**config.mk**
```make
export PLATFORM = sky130hd
export DESIGN_NAME = contrast_mapper_top
export DESIGN_NICKNAME = d
export VERILOG_FILES = /design/src/rtl/contrast_map_pkg.sv /design/src/rtl/cm_cfg_shadow.sv /design/src/rtl/cm_decide.sv /design/src/rtl/cm_apply.sv /design/src/rtl/contrast_mapper_top.sv
export SDC_FILE = /design/constraint.sdc
export NUM_CORES = 1
export LEC_CHECK = 0
export ABC_AREA = 1
export BUFFER_PORTS_ARGS = -buffer_cell sky130_fd_sc_hd__buf_2
export CAP_MARGIN = 20
export CORE_UTILIZATION = 30
export CTS_CLUSTER_SIZE = 30
export DETAILED_ROUTE_END_ITERATION = 6
export SKIP_CTS_REPAIR_TIMING = 1
export SLEW_MARGIN = 20
export SYNTH_ARGS = -nofsm -noshare
export SYNTH_HDL_FRONTEND = slang
export SYNTH_HIERARCHICAL = 1
export SYNTH_SLANG_ARGS = --single-unit
```
**constraint.sdc**
```tcl
create_clock -name clk -period 3.7 [get_ports clk]
set_input_delay 0.74 -clock clk [delete_from_list [all_inputs] [get_ports clk]]
set_output_delay 0.74 -clock clk [all_outputs]
set_load 0.005 [all_outputs]
```
**src/rtl/contrast_map_pkg.sv**
```systemverilog
package contrast_map_pkg;
    localparam int LVL_W   = 4;
    localparam int GRAY_W  = 6;
    localparam int LVL_MAX = (1 << LVL_W) - 1;
    localparam int SWAP_LO = LVL_MAX >> 1;

    typedef logic [LVL_W-1:0]  lvl_t;
    typedef logic [GRAY_W-1:0] gray_t;

    typedef struct packed {
        logic  map_en;
        lvl_t  spread_thr;
        lvl_t  fg_step;
        lvl_t  bg_step;
        logic  wrap;
        logic  enh_text;
        logic  text_inv;
        gray_t mono_thr;
        logic  gfx_inv;
    } cfg_t;

    typedef struct packed {
        logic valid;
        logic text;
        lvl_t fg;
        lvl_t bg;
        logic spread;
        logic fg_up;
        logic mono_raw;
        lvl_t fg_step;
        lvl_t bg_step;
        logic wrap;
        logic text_inv;
        logic gfx_inv;
    } stage_t;

    typedef struct packed {
        logic valid;
        logic text;
        lvl_t fg;
        lvl_t bg;
        logic mono;
    } result_t;

    function automatic lvl_t lvl_raise(lvl_t v, lvl_t s, logic wrap);
        logic [LVL_W:0] sum;
        sum = {1'b0, v} + {1'b0, s};
        if (wrap || !sum[LVL_W]) return sum[LVL_W-1:0];
        return lvl_t'(LVL_MAX);
    endfunction

    function automatic lvl_t lvl_lower(lvl_t v, lvl_t s, logic wrap);
        logic [LVL_W:0] dif;
        dif = {1'b0, v} - {1'b0, s};
        if (wrap || !dif[LVL_W]) return dif[LVL_W-1:0];
        return '0;
    endfunction
endpackage

```
**src/rtl/cm_cfg_shadow.sv**
```systemverilog
module cm_cfg_shadow
    import contrast_map_pkg::*;
(
    input  logic clk,
    input  logic rst_n,
    input  logic busy,
    input  cfg_t cfg_in,
    output cfg_t cfg_q
);
    cfg_t cfg_d;

    always_comb begin
        cfg_d = cfg_q;
        if (!busy) cfg_d = cfg_in;
    end

    always_ff @(posedge clk or negedge rst_n) begin
        if (!rst_n) cfg_q <= '0;
        else        cfg_q <= cfg_d;
    end
endmodule

```
**src/rtl/cm_decide.sv**
```systemverilog
module cm_decide
    import contrast_map_pkg::*;
(
    input  logic   clk,
    input  logic   rst_n,
    input  logic   in_valid,
    input  logic   in_text,
    input  lvl_t   in_fg,
    input  lvl_t   in_bg,
    input  gray_t  in_color,
    input  cfg_t   cfg,
    output stage_t stage_q
);
    stage_t stage_d;
    lvl_t   fg_eff;
    lvl_t   gap;
    logic   fg_ge;

    always_comb begin
        fg_eff = in_fg;
        if (cfg.map_en && cfg.enh_text) begin
            if (in_fg == lvl_t'(SWAP_LO))      fg_eff = lvl_t'(LVL_MAX);
            else if (in_fg == lvl_t'(LVL_MAX)) fg_eff = lvl_t'(SWAP_LO);
        end
        fg_ge = (fg_eff >= in_bg);
        gap   = fg_ge ? (fg_eff - in_bg) : (in_bg - fg_eff);

        stage_d = '0;
        if (in_valid) begin
            stage_d.valid    = 1'b1;
            stage_d.text     = in_text;
            stage_d.fg_step  = cfg.fg_step;
            stage_d.bg_step  = cfg.bg_step;
            stage_d.wrap     = cfg.wrap;
            stage_d.text_inv = cfg.text_inv;
            stage_d.gfx_inv  = cfg.gfx_inv;
            if (in_text) begin
                stage_d.fg     = fg_eff;
                stage_d.bg     = in_bg;
                stage_d.spread = cfg.map_en && (gap < cfg.spread_thr);
                stage_d.fg_up  = fg_ge;
            end else begin
                stage_d.mono_raw = (in_color >= cfg.mono_thr);
            end
        end
    end

    always_ff @(posedge clk or negedge rst_n) begin
        if (!rst_n) stage_q <= '0;
        else        stage_q <= stage_d;
    end
endmodule

```
**src/rtl/cm_apply.sv**
```systemverilog
module cm_apply
    import contrast_map_pkg::*;
(
    input  logic    clk,
    input  logic    rst_n,
    input  stage_t  stage,
    output result_t res_q
);
    result_t res_d;
    lvl_t    fg_n;
    lvl_t    bg_n;

    always_comb begin
        fg_n = stage.fg;
        bg_n = stage.bg;
        if (stage.spread) begin
            if (stage.fg_up) begin
                fg_n = lvl_raise(stage.fg, stage.fg_step, stage.wrap);
                bg_n = lvl_lower(stage.bg, stage.bg_step, stage.wrap);
            end else begin
                fg_n = lvl_lower(stage.fg, stage.fg_step, stage.wrap);
                bg_n = lvl_raise(stage.bg, stage.bg_step, stage.wrap);
            end
        end
        if (stage.text_inv) begin
            fg_n = ~fg_n;
            bg_n = ~bg_n;
        end

        res_d = '0;
        if (stage.valid) begin
            res_d.valid = 1'b1;
            res_d.text  = stage.text;
            if (stage.text) begin
                res_d.fg = fg_n;
                res_d.bg = bg_n;
            end else begin
                res_d.mono = stage.mono_raw ^ stage.gfx_inv;
            end
        end
    end

    always_ff @(posedge clk or negedge rst_n) begin
        if (!rst_n) res_q <= '0;
        else        res_q <= res_d;
    end
endmodule

```
**src/rtl/contrast_mapper_top.sv**
```systemverilog
module contrast_mapper_top
    import contrast_map_pkg::*;
(
    input  logic              clk,
    input  logic              rst_n,
    input  logic              in_valid,
    input  logic              in_text,
    input  logic [LVL_W-1:0]  in_fg,
    input  logic [LVL_W-1:0]  in_bg,
    input  logic [GRAY_W-1:0] in_color,
    input  logic              cfg_map_en,
    input  logic [LVL_W-1:0]  cfg_spread_thr,
    input  logic [LVL_W-1:0]  cfg_fg_step,
    input  logic [LVL_W-1:0]  cfg_bg_step,
    input  logic              cfg_wrap,
    input  logic              cfg_enh_text,
    input  logic              cfg_text_inv,
    input  logic [GRAY_W-1:0] cfg_mono_thr,
    input  logic              cfg_gfx_inv,
    output logic              out_valid,
    output logic              out_text,
    output logic [LVL_W-1:0]  out_fg,
    output logic [LVL_W-1:0]  out_bg,
    output logic              out_mono
);
    cfg_t    cfg_in;
    cfg_t    cfg_live;
    stage_t  stage;
    result_t res;

    always_comb begin
        cfg_in.map_en     = cfg_map_en;
        cfg_in.spread_thr = cfg_spread_thr;
        cfg_in.fg_step    = cfg_fg_step;
        cfg_in.bg_step    = cfg_bg_step;
        cfg_in.wrap       = cfg_wrap;
        cfg_in.enh_text   = cfg_enh_text;
        cfg_in.text_inv   = cfg_text_inv;
        cfg_in.mono_thr   = cfg_mono_thr;
        cfg_in.gfx_inv    = cfg_gfx_inv;
    end

    cm_cfg_shadow u_shadow (
        .clk    (clk),
        .rst_n  (rst_n),
        .busy   (in_valid),
        .cfg_in (cfg_in),
        .cfg_q  (cfg_live)
    );

    cm_decide u_decide (
        .clk      (clk),
        .rst_n    (rst_n),
        .in_valid (in_valid),
        .in_text  (in_text),
        .in_fg    (in_fg),
        .in_bg    (in_bg),
        .in_color (in_color),
        .cfg      (cfg_live),
        .stage_q  (stage)
    );

    cm_apply u_apply (
        .clk   (clk),
        .rst_n (rst_n),
        .stage (stage),
        .res_q (res)
    );

    assign out_valid = res.valid;
    assign out_text  = res.text;
    assign out_fg    = res.fg;
    assign out_bg    = res.bg;
    assign out_mono  = res.mono;
endmodule

```
==> Word-level counts from Yosys, hierarchy flattened <==
Index checks and enable logic that the tools add are counted.
{ "op_classes": {"n_reduce_logical": 10, "eq_ne": 2, "add_sub_neg": 6, "n_lt_le_gt_ge": 3, "muxes": 36, "bitwise": 3} }
{ "ops": {"columns": ["op", "count"], "rows": [
  ["2-to-1 mux 4 bit", 18],
  ["2-to-1 mux 24 bit", 1],
  ["2-to-1 mux 1 bit", 14],
  ["2-to-1 mux 11 bit", 1],
  ["adder 4 x 4 -> 5 bit", 2],
  ["2-to-1 mux 10 bit", 1],
  ["subtractor 4 x 4 -> 5 bit", 2],
  ["2-to-1 mux 8 bit", 1],
  ["NOT 4 bit", 2],
  ["subtractor 4 bit", 2],
  [">= comparator 6 bit", 1],
  ["equality test 4 x 3 -> 1 bit, second input constant", 1],
  ["equality test 4 bit, second input constant", 1],
  [">= comparator 4 bit", 1],
  ["logical NOT 1 bit", 4],
  ["logical OR 1 bit", 4],
  ["< comparator 4 bit", 1],
  ["logical AND 1 bit", 2],
  ["XOR 1 bit", 1]
]} }
{ "word_totals": {"inputBits": 41, "wordCells": 86, "out_inout_bits": 11, "register_bits": 58} }

==> Longest topological paths before layout <==
Gate-level depths: netlist of run 1.
{ "depth": {"word_depth": 13, "mapped_depth": 16, "depth_no_buf": 16} }

==> Hierarchy <==
Netlist of run 1, hierarchy kept.
{ "modules_own_cells": {"columns": ["mod", "instances", "seq_area_each_um2", "area_per_inst_um2", "cells_per_inst"], "rows": [
  ["cm_decide", 1, 600.6, 1327.5, 148],
  ["cm_apply", 1, 275.3, 1272.5, 187],
  ["cm_cfg_shadow", 1, 575.6, 875.8, 97]
]} }

==> Least setup slack after synthesis of run 1 <==
Ideal clock, no wire load.
{ "synth_path": {"path_kind": "input-to-reg", "from": "in in_fg[1]", "to": "reg u_decide/stage_q[13] in the netlist's numbering", "setup_slack_ns": 1.184, "required_time_ns": 3.623, "n_path_buf": 0, "arrival_time_ns": 2.439, "setup_ns": 0.077, "path_stages": 12, "cell_sequence": "nand3_1 nor2_1 xor2_1 ha_1 a21oi_2 nand2_4 or2_1 o21ai_2 ha_1 a21oi_1 o21bai_1 a21oi_1"} }
{ "synth_lines": {"columns": ["element", "line_no", "source"], "rows": [
  ["start, declared", "contrast_mapper_top.sv:8", "input logic [LVL_W-1:0] in_fg,"],
  ["end signal, assigned", "cm_decide.sv:50", "else stage_q <= stage_d;"],
  ["end, declared", "cm_decide.sv:12", "output stage_t stage_q"]
]} }

==> results of run 1 <==
[registers in the layout, indices dropped and copies added (netlist names)]
name,cells
u_apply/res_q,11
u_decide/stage_q,24
u_shadow/cfg_q,23
[cells by family after synthesis]
| kind of cell | count (synthesis) | share of synthesized area, % |
|---|---|---|
| AOI/OAI and AO/OA | 31 | 5.08 |
| xor gates and xnor gates | 5 | 1.26 |
| buffers and inverters | 76 | 9.47 |
| adders and majority gates | 38 | 15.0 |
| and+or+nand+nor | 224 | 27.5 |
| DFF | 58 | 41.8 |
[synth_stat cells (all sizes together)]
cell type  count  area (um2)
nand3         38         210
nand3b         1        7.51
clkbuf         2        7.51
a21oi         21         113
xor2           3        26.3
and2           1        6.26
nor2          27         101
o21ai          6        33.8
clkinv         2        7.51
a21boi         1        7.51
or2            5        31.3
a21o           1        7.51
fa             6         120
a211oi         1        7.51
ha            32         400
dfrtp         58        1450
xnor2          2        17.5
inv           62         233
buf           10        81.3
o21bai         1        7.51
nand2        152         598
[per-layer routing]
layer,track usage [%],vias to the layer above
li1,-,1432
met1,17.3,1191
met2,20.4,65
met3,4.33,16
met4,6.19,0
met5,0,-
[cell type report]
class	count	area, um2
fillers	1142	6950
clock inverters	6	66.3
well taps	140	175
inverters	64	240
flip-flops and latches	58	1450
multi-input cells	298	1700
clock buffers	10	239
repair buffers	52	263
[worst max-delay path: cells and delay by family]
family	cells	cell delay (ps)
AOI/OAI and AO/OA	5	650
adders and majority gates	2	540
and+or+nand+nor	4	520
xor gates and xnor gates	1	210
buffers and inverters	1	130
[through the flow]
stage	std cells	hold WS [ps]	instance area, um2
CTS	628	403	4130
finish	628	399	4130
floorplan	432	368	3480
global route	628	422	4130
global placement	612	387	3820
detailed placement	612	393	3820
[power by group through the flow]
stage / Clock (uW) / Sequential, uW / Combinational, uW
6_report: 821 / 705 / 284
5_1_grt: 869 / 710 / 332
4_1_cts: 845 / 705 / 287
3_5_place_dp: 0 / 716 / 285
3_3_place_gp: 0 / 715 / 279
2_1_floorplan: 0 / 705 / 211
[layout by cell type, fill, tap and decap left out, types with 2 or more instances in the layout]
cell type	Yosys	final
inv_1	58	58
clkinv_1	2	2
nand3_2	4	4
o21ai_0	4	4
buf_2	2	51
xnor2_1	2	2
or2_1	2	2
clkbuf_16	0	9
fa_1	6	6
a21oi_1	19	19
nand3_1	34	34
ha_1	32	32
xor2_1	3	3
a21oi_2	2	2
or2_2	2	2
inv_2	4	4
nor2_1	27	27
dfrtp_1	58	58
nand2_1	145	145
nand2_2	5	5
nand2_4	2	2
clkinvlp_4	0	3
[worst paths after layout]
kind / cells after the start / slack [ps] / end / startpoint
min in group clk: 0 / 400 / u_apply/res_q[10] / u_decide/stage_q[23]
setup / recovery: 13 / 1170 / u_decide/stage_q[13] / in_fg[1]
hold / removal: 1 / 400 / u_apply/res_q[9] / rst_n
max in group asynchronous: 2 / 2470 / u_shadow/cfg_q[20] / rst_n
setup reg to reg: 12 / 1310 / u_decide/stage_q[13] / u_shadow/cfg_q[22]
hold reg to reg: 0 / 400 / u_apply/res_q[10] / u_decide/stage_q[23]
==> impl_metrics.py, run 1 <==
metrics = {
    "placed_design": {
        "gp_congestion": 0.898,
        "place_hpwl_um": 5560,
        "io_buffers": 51,
        "dp_slack_ps": 868,
    },
    "sta": {
        "final-setup-viol-count": 0,
        "worst_pin_slew_ps": 638,
        "hold_violations": 0,
        "period_minus_slack_ps": 2530,
        "rsz0062_at_grt": "no",
        "tns_ps": 0,
        "final_max_slew_viol_count": 0,
        "fin_ws_ps": 1170,
        "fmax_mhz": 396,
        "period_share_pct": 68.2,
        "finClkSkew_ps": 5.86,
        "slew_headroom_pct": 57.4,
    },
    "detailed_routing": {
        "ant_nets": 0,
        "post-route-drc-count": 0,
        "drtPass1Iterations": 5,
        "avgRoutedWirePerCell_um": 11.3,
        "drtIter0Drc": 152,
        "drt-met1-wl_um": 3400,
        "via_per_inst": 4.31,
        "via_count": 2704,
        "drt_wl_total_um": 7090,
        "met2_length_um": 3130,
        "dr_wl_met3_um": 367,
        "top_layer": "met4",
    },
    "clock_tree": {
        "cts_tree": "yes",
        "path_clk_slew_ps": 50,
        "clk_latency_ps": 320,
        "clock_sinks": 58,
        "htree_levels": 3,
        "cts_root_buffer": "clkbuf_16",
        "cts-buffers-inserted": 9,
        "clock_path_buffers": 2,
    },
    "floorplan": {
        "ios": 52,
        "dieWidth_um": 110,
        "dieArea_um2": 12000,
        "initial_utilization_pct": 31.4,
        "coreArea_um2": 11100,
        "die_y_um": 110,
        "num_rows": 38,
    },
    "setup_path": {
        "crit_required_ps": 3950,
        "critPathMaxFanout": 5,
        "path_cells": "buf_2 > nand3_1 > nor2_1 > xor2_1 > ha_1 > a21oi_2 > nand2_4 > or2_1 > o21ai_2 > ha_1 > a21oi_1 > o21bai_1 > a21oi_1",
        "startpoint_type": "input port",
        "worstSetupEndpointType": "flop",
        "worstPathArrival_ps": 2780,
        "worstSetupPathType": "in2reg",
        "crit_path_top_delay_cell": "ha_1",
        "cp_slowest_stage_delay_ps": 310,
    },
    "layout": {
        "final_layout_size_suffix_gt1_share_pct": 18.0,
        "final_util_pct": 37.3,
        "fin_nets": 562,
        "area_growth_pct": 18.8,
        "antennaDiodeCount": 0,
    },
    "power": {
        "p_sw_share_pct": 26.7,
        "pwr-share-comb_pct": 15.7,
        "ir_drop_mv": 0.192,
        "p_seq_share_pct": 39.0,
        "clockPowerShare_pct": 45.4,
        "p_per_area_nw_per_um2": 438,
        "p_sw_uw": 482,
        "total_power_uw": 1810,
        "power_leakage_uw": 0.00234,
        "internal_power_uw": 1330,
    },
    "job": {
        "max-cap-violations": 0,
    },
    "grt": {
        "grt_pass1_wl_um": 12300,
        "grt_pass1_vias": 2729,
        "overflow": 0,
        "grt_usage_pct": 13.4,
        "grt_max_degree": 39,
        "antenna_found_initial": 0,
    },
    "synth": {
        "synth_seq_area_share_pct": 41.8,
        "synth_seq_cells": 58,
        "syn_inst": 432,
        "synth_warnings": 6,
        "synthesis.area_um2": 3480,
        "yosys.cell_types.count": 32,
        "synthesis.nets": 511,
        "avgSynthCellArea_um2": 8.05,
    },
    "run_status": {
        "status": "finished, final reports clean",
    },
    "worst_hold_path": {
        "holdCritPathClass": "in2async",
    },
}
No activity file was read; power rests on OpenSTA's default activity.
==> run 2, diff against run 1 <==
==> constraint.sdc (replaced) <==
create_clock -name clk -period 2.6 [get_ports clk]
set_input_delay 0.52 -clock clk [delete_from_list [all_inputs] [get_ports clk]]
set_output_delay 0.52 -clock clk [all_outputs]
set_load 0.005 [all_outputs]
==> run 2 against run 1 <==
Against the previous run: die area did not move; sequential share of layout area decreased by 0.40 points; setup slack lost 880 ps; global-route usage shrank 0.058 points; critical endpoint unchanged; sequential cell count did not move; worst hold slack lost 310 ps.
==> impl_metrics.py, run 2 (synthesis results as in run 1) <==
metrics = {
    "run_status": {
        "status": "finished, final reports clean",
    },
    "layout": {
        "antennaDiodeCount": 0,
        "nFillCells": 1124,
        "final_cells": 631,
        "area_growth_pct": 20.2,
        "reg_top3": "u_decide/stage_q x24, u_shadow/cfg_q x23, u_apply/res_q x11",
        "final_layout_size_suffix_gt1_share_pct": 18.3,
        "fin_nets": 565,
        "largest_reg_flops": 24,
        "final_area_um2": 4180,
        "top_register": "u_decide/stage_q",
        "layout_commonest_cell": "nand2_1",
        "final_cell_mix": "nand2_1, inv_1, dfrtp_1",
    },
    "setup_path": {
        "cp_slowest_stage_delay_ps": 350,
        "setup.worst_path.end": "u_decide/stage_q[13]",
        "crit_required_ps": 2850,
        "crit_path_top_delay_cell": "dfrtp_1",
        "r2r_setup_slack_ps": 300,
        "rr_endpoint": "u_decide/stage_q[13]",
        "startpoint_type": "flop",
        "worstPathArrival_ps": 2550,
        "crit_path_start": "u_shadow/cfg_q[22]",
        "reg2reg_depth": 12,
        "path_cells": "nand2_1 > nor2_1 > xor2_1 > ha_1 > a21oi_2 > nand2_4 > or2_1 > o21ai_2 > ha_1 > a21oi_1 > o21bai_1 > a21oi_1",
        "r2r_start": "u_shadow/cfg_q[22]",
        "critPathMaxFanout": 5,
        "worstSetupEndpointType": "flop",
        "worstSetupPathType": "reg2reg",
    },
    "job": {
        "max-cap-violations": 0,
    },
    "clock_tree": {
        "clock_sinks": 58,
        "cts-buffers-inserted": 9,
        "cts_root_buffer": "clkbuf_16",
        "cts_tree": "yes",
        "clock_path_buffers": 2,
        "clk_latency_ps": 320,
        "htree_levels": 3,
        "path_clk_slew_ps": 50,
    },
    "power": {
        "p_per_area_nw_per_um2": 644,
        "ir_drop_mv": 0.335,
        "power_leakage_uw": 0.00237,
        "total_power_uw": 2690,
    },
    "grt": {
        "grt_pass1_vias": 2600,
        "grt_use_met3_pct": 4.56,
        "grt_util_met1_pct": 16.8,
        "overflow": 0,
        "grt_util_met2_pct": 22.1,
        "antenna_found_initial": 0,
        "grt_usage_pct": 13.3,
        "grt_pass1_wl_um": 12100,
        "grt_max_degree": 28,
        "gr-max-usage-layer": "met2",
    },
    "placed_design": {
        "place_hpwl_um": 5650,
        "io_buffers": 51,
        "placed_cells_incl_taps": 615,
        "placed_area_um2": 3850,
        "gp_congestion": 0.882,
    },
    "detailed_routing": {
        "via_count": 2729,
        "ant_nets": 0,
        "drt_wl_total_um": 7120,
        "drtPass1Iterations": 4,
        "via_per_inst": 4.32,
        "drtIter0Drc": 111,
        "post-route-drc-count": 0,
        "avgRoutedWirePerCell_um": 11.3,
    },
    "sta": {
        "fmax_mhz": 434,
        "whs_ps": 85.4,
        "slew_headroom_pct": 75.9,
        "worst_pin_slew_ps": 361,
        "rsz0062_at_grt": "no",
        "finClkSkew_ps": 8.27,
        "period_minus_slack_ps": 2300,
        "hold_violations": 0,
        "tns_ps": 0,
        "final-setup-viol-count": 0,
        "final_max_slew_viol_count": 0,
        "period_share_pct": 88.6,
    },
    "worst_hold_path": {
        "holdCritPathClass": "in2async",
    },
    "floorplan": {
        "dieWidth_um": 110,
        "num_rows": 38,
        "ios": 52,
        "dieArea_um2": 12000,
        "initial_utilization_pct": 31.4,
        "die_y_um": 110,
        "coreArea_um2": 11100,
    },
}
## run 2: cell types whose count changed in the layout (fill, tap and decap cells not counted), sizes merged
cell      change
buf           +3
clkinvlp      -3
clkbuf        +2
bufinv        +1
## run 2: power by group
| group | internal [uW] | switching [uW] |
|---|---|---|
| logic | 163 | 243 |
| registers | 962 | 41.3 |
| clock network | 890 | 391 |
| total | 2020 | 675 |
## run 2: worst min-delay path by stage
stage	from	endpoint	slack, ps	cells after the start
finish	rst_n	u_apply/res_q[9]	90	1
global route	rst_n	u_apply/res_q[9]	100	1
CTS	rst_n	u_apply/res_q[9]	90	1
detailed placement	u_decide/stage_q[23]	u_apply/res_q[10]	390	0
global placement	u_decide/stage_q[23]	u_apply/res_q[10]	390	0
floorplan	rst_n	u_apply/res_q[0]	220	0
## run 2: metrics by stage
step / setup WS (ps) / util (%)
2_1_floorplan: 304 / -
3_3_place_gp: 107 / 34.7
3_5_place_dp: 35.1 / 34.7
4_1_cts: 261 / 37.7
5_1_grt: 133 / 37.7
6_report: 297 / 37.7
## run 2: layer usage
layer | routed length [um] | part of all wire, %
met5 | 0 | 0
met4 | 59 | 0.83
met2 | 3350 | 47
met1 | 3350 | 47
met3 | 362 | 5.1
## run 2: area by class of cell
type	instances	area, um2	area share [%]
clock buffers	12	256	6.14
clock inverters	4	73.8	1.77
inverters	64	240	5.75
multi-input cells	298	1700	40.6
flip-flops and latches	58	1450	34.7
well taps	140	175	4.19
repair buffers	55	285	6.83
## run 2: worst max-delay path: cells and delay by family, from the launching register on
kind,cells,cell delay [ps]
and+or+nand+nor,4,520
xor gates and xnor gates,1,190
adders and majority gates,2,550
AOI/OAI and AO/OA,5,610
DFF,1,350
